===== src/rtl/deskew_pkg.sv =====
package deskew_pkg;
  typedef enum logic [2:0] {
    ST_IDLE,
    ST_TRAIN,
    ST_VOTE,
    ST_VERIFY,
    ST_LOCKED,
    ST_FAIL
  } cal_state_e;
endpackage


===== src/rtl/deskew_lane.sv =====
module deskew_lane #(
  parameter int              DATA_W = 8,
  parameter int              DLY_W  = 3,
  parameter logic [DATA_W-1:0] MARKER = 8'hA5
) (
  input  logic              clk,
  input  logic              rst_n,
  input  logic              en,
  input  logic [DATA_W-1:0] din,
  input  logic              train_clr,
  input  logic              train_act,
  input  logic              train_last,
  input  logic [DLY_W-1:0]  tcnt,
  input  logic              pad_load,
  input  logic [DLY_W-1:0]  vote_now,
  input  logic [DLY_W-1:0]  voted_ref,
  output logic [DLY_W-1:0]  meas_q,
  output logic [DLY_W-1:0]  pad_q,
  output logic [DATA_W-1:0] aligned_q,
  output logic              mark_hit
);
  localparam int DEPTH = 1 << DLY_W;
  localparam logic [DLY_W-1:0] MAX_DLY = '1;

  logic [DEPTH-1:0][DATA_W-1:0] mem_q;
  logic [DLY_W-1:0]             wp;
  logic                         found;
  logic [DLY_W-1:0]             rd_idx;
  logic                         din_is_mark;

  function automatic logic [DLY_W-1:0] pad_for(input logic [DLY_W-1:0] vote,
                                               input logic [DLY_W-1:0] meas);
    return vote - meas;
  endfunction

  assign rd_idx      = wp - pad_q;
  assign din_is_mark = (din == MARKER);
  assign mark_hit    = (aligned_q == MARKER);

  // delay measurement: first marker seen during training wins
  always_ff @(posedge clk) begin
    if (!rst_n) begin
      meas_q <= '0;
      found  <= 1'b0;
    end else if (train_clr) begin
      meas_q <= '0;
      found  <= 1'b0;
    end else if (train_act && !found) begin
      if (din_is_mark) begin
        meas_q <= tcnt;
        found  <= 1'b1;
      end else if (train_last) begin
        meas_q <= MAX_DLY;
      end
    end
  end

  always_ff @(posedge clk) begin
    if (!rst_n)        pad_q <= '0;
    else if (pad_load) pad_q <= pad_for(vote_now, meas_q);
  end

  // elastic buffer: circular store, read offset by the padding
  always_ff @(posedge clk) begin
    if (!rst_n) begin
      mem_q     <= '0;
      wp        <= '0;
      aligned_q <= '0;
    end else if (en) begin
      mem_q[wp] <= din;
      wp        <= wp + 1'b1;
      aligned_q <= (pad_q == '0) ? din : mem_q[rd_idx];
    end
  end

  assert_fence_hold_R9: assert property (@(posedge clk) disable iff (!rst_n)
    !en |=> ($stable(aligned_q) && $stable(meas_q)));

  assert_pad_sum_R5: assert property (@(posedge clk) disable iff (!rst_n)
    pad_load |=> (({1'b0, pad_q} + {1'b0, meas_q}) == {1'b0, voted_ref}));

  assert_meas_hold_R2: assert property (@(posedge clk) disable iff (!rst_n)
    (!train_clr && !train_act) |=> $stable(meas_q));
endmodule


===== src/rtl/deskew_ctrl.sv =====
module deskew_ctrl
  import deskew_pkg::*;
#(
  parameter int NUM_LINKS  = 5,
  parameter int DLY_W      = 3,
  parameter int VERIFY_LEN = 24,
  parameter int CNT_W      = 5
) (
  input  logic                       clk,
  input  logic                       rst_n,
  input  logic                       en,
  input  logic                       train_start,
  input  logic [NUM_LINKS*DLY_W-1:0] meas_flat,
  input  logic [NUM_LINKS-1:0]       mark_hit,
  output logic [DLY_W-1:0]           tcnt,
  output logic                       train_clr,
  output logic                       train_act,
  output logic                       train_last,
  output logic                       pad_load,
  output logic [DLY_W-1:0]           vote_now,
  output logic [DLY_W-1:0]           voted_q,
  output logic                       locked,
  output logic                       failed
);
  localparam int DEPTH = 1 << DLY_W;
  localparam logic [DLY_W-1:0] MAX_DLY = '1;

  cal_state_e       st, st_nx;
  logic [CNT_W-1:0] vcnt;
  logic             start_ok, all_hit, any_hit, win_open, win_end;

  function automatic logic [DLY_W-1:0] worst_of(input logic [NUM_LINKS*DLY_W-1:0] v);
    logic [DLY_W-1:0] m;
    m = '0;
    for (int i = 0; i < NUM_LINKS; i++)
      if (v[i*DLY_W +: DLY_W] > m) m = v[i*DLY_W +: DLY_W];
    return m;
  endfunction

  assign start_ok   = train_start && (st == ST_IDLE || st == ST_LOCKED || st == ST_FAIL);
  assign train_clr  = en && start_ok;
  assign train_act  = en && (st == ST_TRAIN);
  assign train_last = (tcnt == MAX_DLY);
  assign pad_load   = en && (st == ST_VOTE);
  assign vote_now   = worst_of(meas_flat);
  assign all_hit    = &mark_hit;
  assign any_hit    = |mark_hit;
  assign win_open   = (vcnt >= CNT_W'(DEPTH));
  assign win_end    = (vcnt == CNT_W'(VERIFY_LEN - 1));
  assign locked     = (st == ST_LOCKED);
  assign failed     = (st == ST_FAIL);

  always_comb begin
    st_nx = st;
    case (st)
      ST_IDLE, ST_LOCKED, ST_FAIL: if (start_ok) st_nx = ST_TRAIN;
      ST_TRAIN:  if (train_last) st_nx = ST_VOTE;
      ST_VOTE:   st_nx = ST_VERIFY;
      ST_VERIFY: begin
        if (win_open && any_hit && !all_hit) st_nx = ST_FAIL;
        else if (win_open && all_hit)        st_nx = ST_LOCKED;
        else if (win_end)                    st_nx = ST_FAIL;
      end
      default: st_nx = ST_IDLE;
    endcase
  end

  always_ff @(posedge clk) begin
    if (!rst_n) begin
      st      <= ST_IDLE;
      tcnt    <= '0;
      vcnt    <= '0;
      voted_q <= '0;
    end else if (en) begin
      st <= st_nx;
      if (start_ok)                          tcnt <= '0;
      else if (st == ST_TRAIN && !train_last) tcnt <= tcnt + 1'b1;
      if (st == ST_VOTE) begin
        vcnt    <= '0;
        voted_q <= vote_now;
      end else if (st == ST_VERIFY) begin
        vcnt <= vcnt + 1'b1;
      end
    end
  end

  for (genvar g = 0; g < NUM_LINKS; g++) begin : g_vote_chk
    assert_vote_bound_R4: assert property (@(posedge clk) disable iff (!rst_n)
      (st == ST_VERIFY) |-> (voted_q >= meas_flat[g*DLY_W +: DLY_W]));
  end

  assert_lock_on_hit_R6: assert property (@(posedge clk) disable iff (!rst_n)
    $rose(locked) |-> $past(all_hit));

  assert_restart_clear_R10: assert property (@(posedge clk) disable iff (!rst_n)
    train_clr |=> (!locked && !failed));
endmodule


===== src/rtl/multilink_deskew.sv =====
module multilink_deskew #(
  parameter int                NUM_LINKS = 5,
  parameter int                DATA_W    = 8,
  parameter int                DLY_W     = 3,
  parameter logic [DATA_W-1:0] MARKER    = 8'hA5
) (
  input  logic                        clk,
  input  logic                        rst_n,
  input  logic                        train_start,
  input  logic                        fence,
  input  logic [NUM_LINKS*DATA_W-1:0] lane_in,
  output logic [NUM_LINKS*DATA_W-1:0] aligned_out,
  output logic                        out_valid,
  output logic [NUM_LINKS*DLY_W-1:0]  meas_dly,
  output logic [DLY_W-1:0]            voted_dly,
  output logic                        locked,
  output logic                        failed
);
  localparam int DEPTH      = 1 << DLY_W;
  localparam int VERIFY_LEN = 3 * DEPTH;
  localparam int CNT_W      = $clog2(VERIFY_LEN);

  logic                 en;
  logic [DLY_W-1:0]     tcnt, vote_now;
  logic                 train_clr, train_act, train_last, pad_load;
  logic [NUM_LINKS-1:0] mark_hit;

  assign en        = ~fence;
  assign out_valid = locked & ~fence;

  deskew_ctrl #(
    .NUM_LINKS(NUM_LINKS), .DLY_W(DLY_W), .VERIFY_LEN(VERIFY_LEN), .CNT_W(CNT_W)
  ) u_ctrl (
    .clk(clk), .rst_n(rst_n), .en(en), .train_start(train_start),
    .meas_flat(meas_dly), .mark_hit(mark_hit), .tcnt(tcnt),
    .train_clr(train_clr), .train_act(train_act), .train_last(train_last),
    .pad_load(pad_load), .vote_now(vote_now), .voted_q(voted_dly),
    .locked(locked), .failed(failed)
  );

  for (genvar i = 0; i < NUM_LINKS; i++) begin : g_lane
    logic [DLY_W-1:0] pad_unused;
    deskew_lane #(.DATA_W(DATA_W), .DLY_W(DLY_W), .MARKER(MARKER)) u_lane (
      .clk(clk), .rst_n(rst_n), .en(en),
      .din(lane_in[i*DATA_W +: DATA_W]),
      .train_clr(train_clr), .train_act(train_act), .train_last(train_last),
      .tcnt(tcnt), .pad_load(pad_load), .vote_now(vote_now), .voted_ref(voted_dly),
      .meas_q(meas_dly[i*DLY_W +: DLY_W]), .pad_q(pad_unused),
      .aligned_q(aligned_out[i*DATA_W +: DATA_W]), .mark_hit(mark_hit[i])
    );
  end
endmodule


===== config.mk =====
export PLATFORM = sky130hd
export DESIGN_NAME = multilink_deskew
export DESIGN_NICKNAME = d
export VERILOG_FILES = /design/src/rtl/deskew_pkg.sv /design/src/rtl/deskew_lane.sv /design/src/rtl/deskew_ctrl.sv /design/src/rtl/multilink_deskew.sv
export SDC_FILE = /design/constraint.sdc
export NUM_CORES = 1
export LEC_CHECK = 0
export BUFFER_PORTS_ARGS = -buffer_cell sky130_fd_sc_hd__buf_2
export CORE_AREA = 3 3 198 200
export DETAILED_ROUTE_END_ITERATION = 10
export DIE_AREA = 0 0 201 203
export GPL_ROUTABILITY_DRIVEN = 0
export PLACE_DENSITY = 0.74
export SKIP_LAST_GASP = 1
export SLEW_MARGIN = 25
export SYNTH_ARGS = -nofsm -noshare
export SYNTH_HDL_FRONTEND = slang
export SYNTH_SLANG_ARGS = --single-unit

===== constraint.sdc =====
create_clock -name clk -period 6.17 [get_ports clk]
set_input_delay 0.617 -clock clk [delete_from_list [all_inputs] [get_ports clk]]
set_output_delay 0.617 -clock clk [all_outputs]
set_load 0.05 [all_outputs]

==> impl_metrics.yaml, run 1 <==
timing:
  skew_ns: 0.0257
  slew_violations: 0
  worst_slack_ns: 0.116
  worstMarginPinSlew_ns: 1.04
  fin_crit_sh_pct: 98.1
  finalCriticalPeriod_ns: 6.05
  max_slew_margin_pct: 29.8
  hold_violations: 0
  timing.fmax_ghz: 0.165
  setup_viol: 0
clock_tree:
  cts_htree_levels: 2
  clock-sinks: 424
  holdBufCountCts: 0
  clk_pin_slew_ns: 0.06
  clockBufferDepth: 3
  cts_made_buffers: 47
  cts_tree: "yes"
  clk_latency_ns: 0.58
  clock-root-buffer: "clkbuf_16"
global_routing:
  antenna_found_initial: 1
  grt_first_pass_wirelength_um: 89000
  grt_use_total_pct: 26.4
  grt_max_degree: 143
  grt-ovfl-total: 0
  grt_pass1_vias: 16800
die:
  die_x_um: 201
  start_util_pct: 54.0
  rows: 71
  dieArea_sq_mm: 0.0408
  boundaryPins: 105
  die_y_um: 203
  coreArea_sq_mm: 0.0376
drt:
  drt_iter0_drc: 1546
  post_drt_wl_per_cell_um: 18.2
  first_pass_iters: 8
  vias: 17800
  via_per_inst: 5.77
  routed_wl_um: 56000
  route.detailed.drc: 0
  ant_nets: 0
worst_setup_path:
  critical_path_class: "reg -> reg"
  cpMaxStageDelayCell: "fa_1"
  cp-start-kind: "register"
  worstReg2RegStart: "g_lane[0].u_lane.meas_q[1]"
  worstPathMaxFanout: 7
  end_kind: "register"
  critical_path.startpoint: "g_lane[0].u_lane.meas_q[1]"
  worst_ep_required_time_ns: 6.61
  critical_path_arrival_ns: 6.49
  cp_common_cell: "ha_1"
  slowest_delay_ns: 0.37
pwr:
  p_seq_share_pct: 44.0
  leakagePower_nw: 7.83
  powerDensity_mw_per_mm2: 285
  power.internal_mw: 4.91
  p_clk_share_pct: 47.3
  p_comb_share_pct: 8.7
  switchingPower_mw: 1.61
  p_sw_share_pct: 24.7
  ir_worst_vdd_mv: 0.233
cells_and_area:
  syn_to_final_growth_pct: 12.6
  nets: 2614
  drive_above_1_share_pct: 10.4
  final_cells: 3079
  utilization_pct: 60.8
synth:
  synthDistinctLibCells: 63
  synth_seq_cells: 424
  synth-edff-count: 0
  async_flop_share_pct: 0
  yosys.area.top_type: "dfxtp_1"
  synth_ff_type: "dfxtp_1"
  syn-cell-area_sq_mm: 0.0203
  synthTopCellsByCount: "nand2_1, dfxtp_1, a21boi_0"
  ys_seq_area_share_pct: 41.8
  ys.warnings.count: 0
  synth.avg_cell_area_sq_um: 8.04
  yosysTopAreaCellShare_pct: 41.8
  synthCells: 2522
  synthTopCellsByArea: "dfxtp_1, nand2_1, a21boi_0"
  yosysMostFrequentCell: "nand2_1"
  synth_nets: 2606
run:
  maxCapViolations: 0
place:
  dp_hpwl_um: 36900
  place_ws_ns: -0.0177
  place.port_buffers: 104
  dp.cells: 2989
outcome:
  status: "complete, no violations"
hold_path:
  min-delay-start: "lane_in[29]"
  worst_hold_path_type: "in -> reg"
[worst paths after layout]
kind,to,slack [ns],depth (start not counted)
min reg2reg,g_lane[0].u_lane.mem_q[20],0.46,2
max reg2reg,g_lane[1].u_lane.pad_q[2],0.12,28
max,g_lane[1].u_lane.pad_q[2],0.12,28
min,g_lane[3].u_lane.mem_q[29],0.39,3
[stage by stage]
| step | power, mW | setup TNS (ns) | hold WS, ns | cell area, sq um |
|---|---|---|---|---|
| 2_1_floorplan | 3.33 | 0 | 0.437 | 20300 |
| 3_3_place_gp | 3.47 | 0 | 0.451 | 21000 |
| 3_5_place_dp | 3.49 | -0.0315 | 0.458 | 21000 |
| 4_1_cts | 6.54 | 0 | 0.367 | 22700 |
| 5_1_grt | 6.72 | -0.416 | 0.392 | 22800 |
| 6_report | 6.52 | 0 | 0.393 | 22800 |
[cell type report]
class | count | area [sq um]
repair buffers | 122 | 662
diodes | 1 | 2.50
inverters | 36 | 135
well taps | 511 | 639
fillers | 3276 | 14700
flip-flops and latches | 424 | 8490
clock buffers | 66 | 1360
clock inverters | 20 | 347
multi-input cells | 1899 | 11200
[cell families after synthesis]
family,Yosys count,synth area share [%]
simple gates,1245,27.2
buf+inv,199,4.03
flops,424,41.8
compound gates,478,17.5
xor+xnor,28,1.28
mux,108,5.33
fa+ha+maj,40,2.84
[registers in the layout (all words and copies together) (netlist names), 5 cells and up]
register,cells
g_lane.u_lane.wp,15
g_lane.u_lane.aligned_q,40
g_lane.u_lane.meas_q,15
g_lane.u_lane.pad_q,15
u_ctrl.vcnt,5
g_lane.u_lane.found,5
g_lane.u_lane.mem_q,320
[worst max-delay path, delay by kind of cell (launching register included)]
family | cells | cell delay, ns
buffers and inverters | 5 | 0.61
adders and majority gates | 6 | 1.78
DFF | 1 | 0.34
and+or+nand+nor | 7 | 1.00
xor gates and xnor gates | 1 | 0.20
AOI/OAI and AO/OA | 6 | 1.22
muxes | 3 | 0.76
[timing repair]
| action | in CTS | in global routing |
|---|---|---|
| setup buffers | 0 | 3 |
| gates resized for setup | 2 | 16 |
| pin swaps | 0 | 2 |
| hold endpoints to repair | 0 | 0 |
| setup endpoints to repair | 4 | 10 |
[placed cells by master (no fill, tap or decap), drive strengths merged, types with 12 or more instances in the layout]
cell	netlist	routed
nand2	876	876
dfxtp	424	424
a21boi	267	267
buf	53	122
mux2i	108	108
nand3	93	93
nor2b	91	91
clkbuf	110	66
nor2	60	60
a22oi	43	43
a31oi	42	42
a32oi	41	41
inv	36	39
ha	30	30
nor3	25	25
nand2b	23	23
o21ai	21	21
xnor2	17	17
and2	16	16
a21oi	15	15
nor4	12	12
[layer usage]
metal / global-route usage [%] / vias to the layer above / routed length (um)
met5: 0 / - / 0
met4: 8.43 / 0 / 1500
met3: 5.47 / 120 / 4120
met2: 42.7 / 666 / 25900
met1: 35.6 / 8438 / 24600
li1: - / 8541 / -
[power groups by stage]
stage,Sequential [mW],Combinational (mW),Clock [mW]
2_1_floorplan,2.95,0.373,0
3_3_place_gp,2.93,0.545,0
3_5_place_dp,2.93,0.556,0
4_1_cts,2.87,0.558,3.12
5_1_grt,2.88,0.609,3.23
6_report,2.87,0.566,3.08
No activity file was read; power rests on OpenSTA's default activity.
==> run 2: changes to the inputs <==
--- a/config.mk
+++ b/config.mk
@@ -5,12 +5,13 @@
 export SDC_FILE = /design/constraint.sdc
 export NUM_CORES = 1
 export LEC_CHECK = 0
+export ABC_CLOCK_PERIOD_IN_PS = 6170
 export BUFFER_PORTS_ARGS = -buffer_cell sky130_fd_sc_hd__buf_2
-export CORE_AREA = 3 3 198 200
+export CORE_AREA = 3 3 197 199
 export DETAILED_ROUTE_END_ITERATION = 10
-export DIE_AREA = 0 0 201 203
+export DIE_AREA = 0 0 200 202
 export GPL_ROUTABILITY_DRIVEN = 0
-export PLACE_DENSITY = 0.74
+export PLACE_DENSITY = 0.75
 export SKIP_LAST_GASP = 1
 export SLEW_MARGIN = 25
 export SYNTH_ARGS = -nofsm -noshare
==> run 2 against run 1 <==
  * Design area shrank 0.62%
  * Non-clock buffer count grew 1
  * Cell count is essentially flat
  * Clock power shrank 7.5%
  * Largest cell class unchanged
  * Largest power group is now sequential cells
==> impl_metrics.yaml, run 2 (same netlist as run 1, synthesis figures left out) <==
outcome:
  status: "complete, no violations"
clock_tree:
  clk_latency_ns: 0.56
  clk_pin_slew_ns: 0.06
  cts_tree: "yes"
  clock-sinks: 424
  holdBufCountCts: 0
  clock-root-buffer: "clkbuf_16"
  clockBufferDepth: 3
  cts_made_buffers: 45
  cts_htree_levels: 2
die:
  coreArea_sq_mm: 0.0374
  die_y_um: 202
  start_util_pct: 54.3
  boundaryPins: 105
  rows: 71
  dieArea_sq_mm: 0.0404
  die_x_um: 200
timing:
  hold_violations: 0
  setup_tns_ns: 0
  max_slew_margin_pct: 28.7
  finalCriticalPeriod_ns: 5.91
  timing.fmax_ghz: 0.169
  slew_violations: 0
  holdWs_ns: 0.411
  fin_crit_sh_pct: 95.8
  worstMarginPinSlew_ns: 1.06
  setup_viol: 0
  skew_ns: 0.0160
drt:
  first_pass_iters: 6
  drt_iter0_drc: 1692
  ant_nets: 0
  route.detailed.drc: 0
  via_per_inst: 5.78
  vias: 17800
  routed_wl_um: 55300
  post_drt_wl_per_cell_um: 18.0
worst_setup_path:
  worst_ep_required_time_ns: 6.61
  crit_cells: 28
  slowest_delay_ns: 0.40
  cpMaxStageDelayCell: "dfxtp_1"
  r2r-end: "g_lane[2].u_lane.pad_q[2]"
  rrSetupSlack_ns: 0.26
  cp_common_cell: "ha_1"
  end_kind: "register"
  worstReg2RegStart: "g_lane[1].u_lane.meas_q[0]"
  cp-start-kind: "register"
  critical_path_class: "reg -> reg"
  critical_path_arrival_ns: 6.35
  worstPathMaxFanout: 7
  reg2reg_depth: 28
  crit_buf_inv: 4
  cpLargestDelayFamily: "adder cells"
run:
  maxCapViolations: 0
hold_path:
  whs_endpoint: "g_lane[3].u_lane.mem_q[53]"
  worst_hold_path_type: "in -> reg"
  min-delay-start: "lane_in[29]"
  hold_depth: 3
cells_and_area:
  utilization_pct: 60.7
  syn_to_final_growth_pct: 11.9
  design_area_sq_mm: 0.0227
  layout_common_cells: "nand2_1, dfxtp_1, a21boi_0"
  drive_above_1_share_pct: 10.2
  layout_commonest_cell: "nand2_1"
  nets: 2613
  regMostFlops: "g_lane.u_lane.mem_q"
  top_regs: "g_lane.u_lane.mem_q: 320 flops, g_lane.u_lane.aligned_q: 40 flops"
  largest_reg_flops: 320
pwr:
  finalPower_mw: 6.29
  leakagePower_nw: 7.79
  powerDensity_mw_per_mm2: 277
  ir_worst_vdd_mv: 0.241
place:
  placed_cell_area_sq_mm: 0.0210
  dp_hpwl_um: 37100
  place.port_buffers: 104
global_routing:
  grt_first_pass_wirelength_um: 89000
  grt_pass1_vias: 17100
  grt-ovfl-total: 0
  grt_use_total_pct: 27.0
  antenna_found_initial: 3
  grt_max_degree: 132
## run 2: cell types whose count changed in the layout (fill, tap and decap cells not counted), moves of 2 or more
cell        delta
bufinv_16      -3
clkbuf_16      -2
clkinv_2       +4
clkinvlp_4     -3
## run 2: worst max-delay path by stage
stage	startpoint	to	slack [ns]
2_1_floorplan	g_lane[1].u_lane.meas_q[0]	g_lane[3].u_lane.pad_q[2]	0.02
3_3_place_gp	g_lane[0].u_lane.meas_q[2]	g_lane[2].u_lane.pad_q[2]	0.39
3_5_place_dp	g_lane[1].u_lane.meas_q[0]	g_lane[2].u_lane.pad_q[2]	0.12
4_1_cts	g_lane[1].u_lane.meas_q[0]	g_lane[0].u_lane.pad_q[2]	0.05
5_1_grt	g_lane[0].u_lane.meas_q[1]	g_lane[2].u_lane.pad_q[2]	-0.02
6_report	g_lane[1].u_lane.meas_q[0]	g_lane[2].u_lane.pad_q[2]	0.26
## run 2: worst reg2reg max path: cells and delay by family, from the launching register on
family	cells	cell delay [ns]
buffers and inverters	4	0.40
muxes	2	0.51
xor gates and xnor gates	1	0.22
and+or+nand+nor	7	1.06
DFF	1	0.40
adders and majority gates	6	1.79
AOI/OAI and AO/OA	8	1.42
## run 2: layout make-up
cell class	count	area, sq um
Timing Repair Buffer	123	673
Inverter	36	135
Clock buffer	64	1320
Antenna cell	2	5.00
Fill cell	3215	14700
Sequential cell	424	8490
Tap cell	511	639
Multi-Input combinational cell	1899	11200
Clock inverter	17	243
## run 2: power by group
| group | leakage (nW) | internal [mW] | switching (mW) | total [mW] |
|---|---|---|---|---|
| Sequential | 3.44 | 2.80 | 0.0651 | 2.87 |
| Clock | 0.778 | 1.74 | 1.12 | 2.85 |
| Combinational | 3.57 | 0.187 | 0.379 | 0.566 |
## run 2: metal layers
metal	up-vias	GRT usage [%]	wire length [um]
met5	-	0	14
met4	2	9.97	2060
met3	149	4.82	3990
met2	663	42.3	25000
met1	8420	37.3	24200
li1	8539	-	-
## run 2: timing repair
action / 4_1_cts / 5_1_grt
setup endpoints to repair: 0 / 8
resized for setup: 0 / 13
buffers inserted: 0 / 3
## run 2: per-stage QoR
stage / cells / setup slack (ns)
after global placement: 2990 / 0.389
after CTS: 3071 / 0.0488
after detailed placement: 2990 / 0.118
after floorplan: 2522 / 0.0200
final: 3076 / 0.260
after global routing: 3075 / -0.0215
==> run 3: changes to the inputs <==
--- a/config.mk
+++ b/config.mk
@@ -7,12 +7,13 @@
 export LEC_CHECK = 0
 export ABC_CLOCK_PERIOD_IN_PS = 6170
 export BUFFER_PORTS_ARGS = -buffer_cell sky130_fd_sc_hd__buf_2
-export CORE_AREA = 3 3 197 199
+export CELL_PAD_IN_SITES_DETAIL_PLACEMENT = 0
+export CELL_PAD_IN_SITES_GLOBAL_PLACEMENT = 1
+export CORE_AREA = 3 3 224 226
 export DETAILED_ROUTE_END_ITERATION = 10
-export DIE_AREA = 0 0 200 202
+export DIE_AREA = 0 0 227 229
 export GPL_ROUTABILITY_DRIVEN = 0
-export PLACE_DENSITY = 0.75
-export SKIP_LAST_GASP = 1
+export PLACE_DENSITY_LB_ADDON = 0.1
 export SLEW_MARGIN = 25
 export SYNTH_ARGS = -nofsm -noshare
 export SYNTH_HDL_FRONTEND = slang
==> run 3 against run 2 <==
  * Sequential cell count did not move
  * Sequential power about the same
  * Sequential share of layout area is 0.25 points lower
  * Non-clock buffer count increased by 2
  * Hold slack lost 0.0024 ns
  * Critical endpoint unchanged
  * Combinational power rose by 3.7%
  * Clock power decreased by 2%
  * Register-to-register slack gained 0.03 ns
  * Worst setup slack better by 0.032 ns
  * First-iteration DRC count shrank 25%
  * Wire length grew 11%
  * Design area up 0.68%
==> impl_metrics.yaml, run 3 (same netlist as run 1, synthesis figures left out) <==
die:
  dieArea_sq_mm: 0.0520
  die_y_um: 229
  die_x_um: 227
  coreArea_sq_mm: 0.0485
  boundaryPins: 105
  rows: 81
  start_util_pct: 41.8
timing:
  finalCriticalPeriod_ns: 5.88
  timing.fmax_ghz: 0.170
  fin_crit_sh_pct: 95.3
  worstMarginPinSlew_ns: 1.10
  setup_viol: 0
  max_slew_margin_pct: 26.1
  hold_violations: 0
  worst_slack_ns: 0.292
  skew_ns: 0.0148
  slew_violations: 0
cells_and_area:
  fillers: 4897
  diodes: 0
  regMostFlops: "g_lane.u_lane.mem_q"
  nets: 2619
  utilization_pct: 47.1
  largest_reg_flops: 320
  layout_commonest_cell: "nand2_1"
  layout_common_cells: "nand2_1, dfxtp_1, a21boi_0"
  drive_above_1_share_pct: 10.4
  syn_to_final_growth_pct: 12.7
  top_regs: "g_lane.u_lane.mem_q: 320 flops, g_lane.u_lane.aligned_q: 40 flops"
hold_path:
  min-delay-start: "lane_in[21]"
  whs_endpoint: "g_lane[2].u_lane.mem_q[61]"
  hold_depth: 3
  worst_hold_path_type: "in -> reg"
drt:
  routed_wl_um: 61400
  drt_iter0_drc: 1272
  route.detailed.drc: 0
  post_drt_wl_per_cell_um: 19.2
  via_per_inst: 5.42
  first_pass_iters: 5
  vias: 17300
  ant_nets: 0
clock_tree:
  cts_htree_levels: 2
  clockBufferDepth: 3
  cts_tree: "yes"
  cts_made_buffers: 49
  clk_pin_slew_ns: 0.06
  holdBufCountCts: 0
  clk_latency_ns: 0.59
  clock-root-buffer: "clkbuf_16"
  clock-sinks: 424
worst_setup_path:
  cp_common_cell: "ha_1"
  worstPathMaxFanout: 6
  worstReg2RegStart: "g_lane[0].u_lane.meas_q[2]"
  reg2reg_depth: 29
  cp-start-kind: "register"
  cpMaxStageDelayCell: "dfxtp_4"
  end_kind: "register"
  worst_ep_required_time_ns: 6.63
  critical_path_arrival_ns: 6.33
  critical_path_class: "reg -> reg"
  slowest_delay_ns: 0.40
  rrSetupSlack_ns: 0.29
  r2r-end: "g_lane[2].u_lane.pad_q[2]"
global_routing:
  grt_max_degree: 130
  grt_pass1_vias: 16500
  antenna_found_initial: 1
  grt_use_total_pct: 23.3
  grt-ovfl-total: 0
  grt_first_pass_wirelength_um: 96400
pwr:
  p_comb_share_pct: 9.4
  p_sw_share_pct: 26.1
  power.internal_mw: 4.62
  switchingPower_mw: 1.63
  leakagePower_nw: 7.78
  powerDensity_mw_per_mm2: 273
  p_clk_share_pct: 44.7
  p_seq_share_pct: 46.0
  ir_worst_vdd_mv: 0.178
run:
  maxCapViolations: 0
outcome:
  status: "complete, no violations"
place:
  place_ws_ns: 0.0403
  dp_hpwl_um: 40700
  place.port_buffers: 104
==> run 3: how the worst max path moves through the flow <==
stage                     slack, ns                         to                       start
after floorplan                0.02  g_lane[3].u_lane.pad_q[2]  g_lane[1].u_lane.meas_q[0]
after CTS                      0.08  g_lane[2].u_lane.pad_q[2]  g_lane[0].u_lane.meas_q[2]
after global placement         0.32  g_lane[2].u_lane.pad_q[2]  g_lane[0].u_lane.meas_q[2]
after detailed placement       0.04  g_lane[2].u_lane.pad_q[2]  g_lane[0].u_lane.meas_q[2]
final                          0.29  g_lane[2].u_lane.pad_q[2]  g_lane[0].u_lane.meas_q[2]
after global routing          -0.05  g_lane[2].u_lane.pad_q[2]  g_lane[0].u_lane.meas_q[2]
==> run 3: layout make-up <==
cell class | instances | area [sq um] | area share (%)
clock inverter | 9 | 48.8 | 0.213
tap | 622 | 778 | 3.40
clock buffer | 77 | 1470 | 6.45
inverter | 36 | 135 | 0.591
multi-input combinational | 1899 | 11200 | 49.2
timing repair buffer | 125 | 691 | 3.02
sequential | 424 | 8490 | 37.2
==> run 3: worst max-delay path: cells and delay by family, from the launching register on <==
kind	cells	cell delay, ns
multiplexers	2	0.50
flip-flops	1	0.40
adder cells (fa/ha/maj)	6	1.71
AND/OR/NAND/NOR	8	1.06
XOR/XNOR	1	0.19
AO/OA/AOI/OAI	7	1.29
buffers and inverters	5	0.58
==> run 3: layer usage <==
metal / track usage, % / wire length (um) / up-vias
met3: 4.54 / 3440 / 73
met5: 0 / 0 / -
met4: 5.37 / 1260 / 0
li1: - / - / 8537
met1: 34.4 / 30300 / 8278
met2: 35.0 / 26400 / 410
==> run 3: per-stage QoR <==
step | total power, mW | hold WS [ns] | TNS (ns) | area [sq um] | cells
global route | 6.51 | 0.394 | -0.0539 | 22900 | 3192
global placement | 3.51 | 0.450 | 0 | 21100 | 3103
CTS | 6.33 | 0.369 | 0 | 22700 | 3189
detailed placement | 3.52 | 0.458 | 0 | 21200 | 3103
finish | 6.25 | 0.409 | 0 | 22900 | 3192
floorplan | 3.33 | 0.437 | 0 | 20300 | 2522
==> run 3: power groups by stage <==
stage	Clock, mW	Sequential (mW)	Combinational (mW)
2_1_floorplan	0	2.95	0.373
3_3_place_gp	0	2.93	0.577
3_5_place_dp	0	2.93	0.584
4_1_cts	2.87	2.87	0.586
5_1_grt	2.99	2.88	0.636
6_report	2.79	2.87	0.587
==> run 3: repair_timing <==
action,CTS,global route
cloned,0,0
pin swaps,0,2
setup buffers,0,3
resized for setup,1,16
endpoints found under the setup margin,1,10
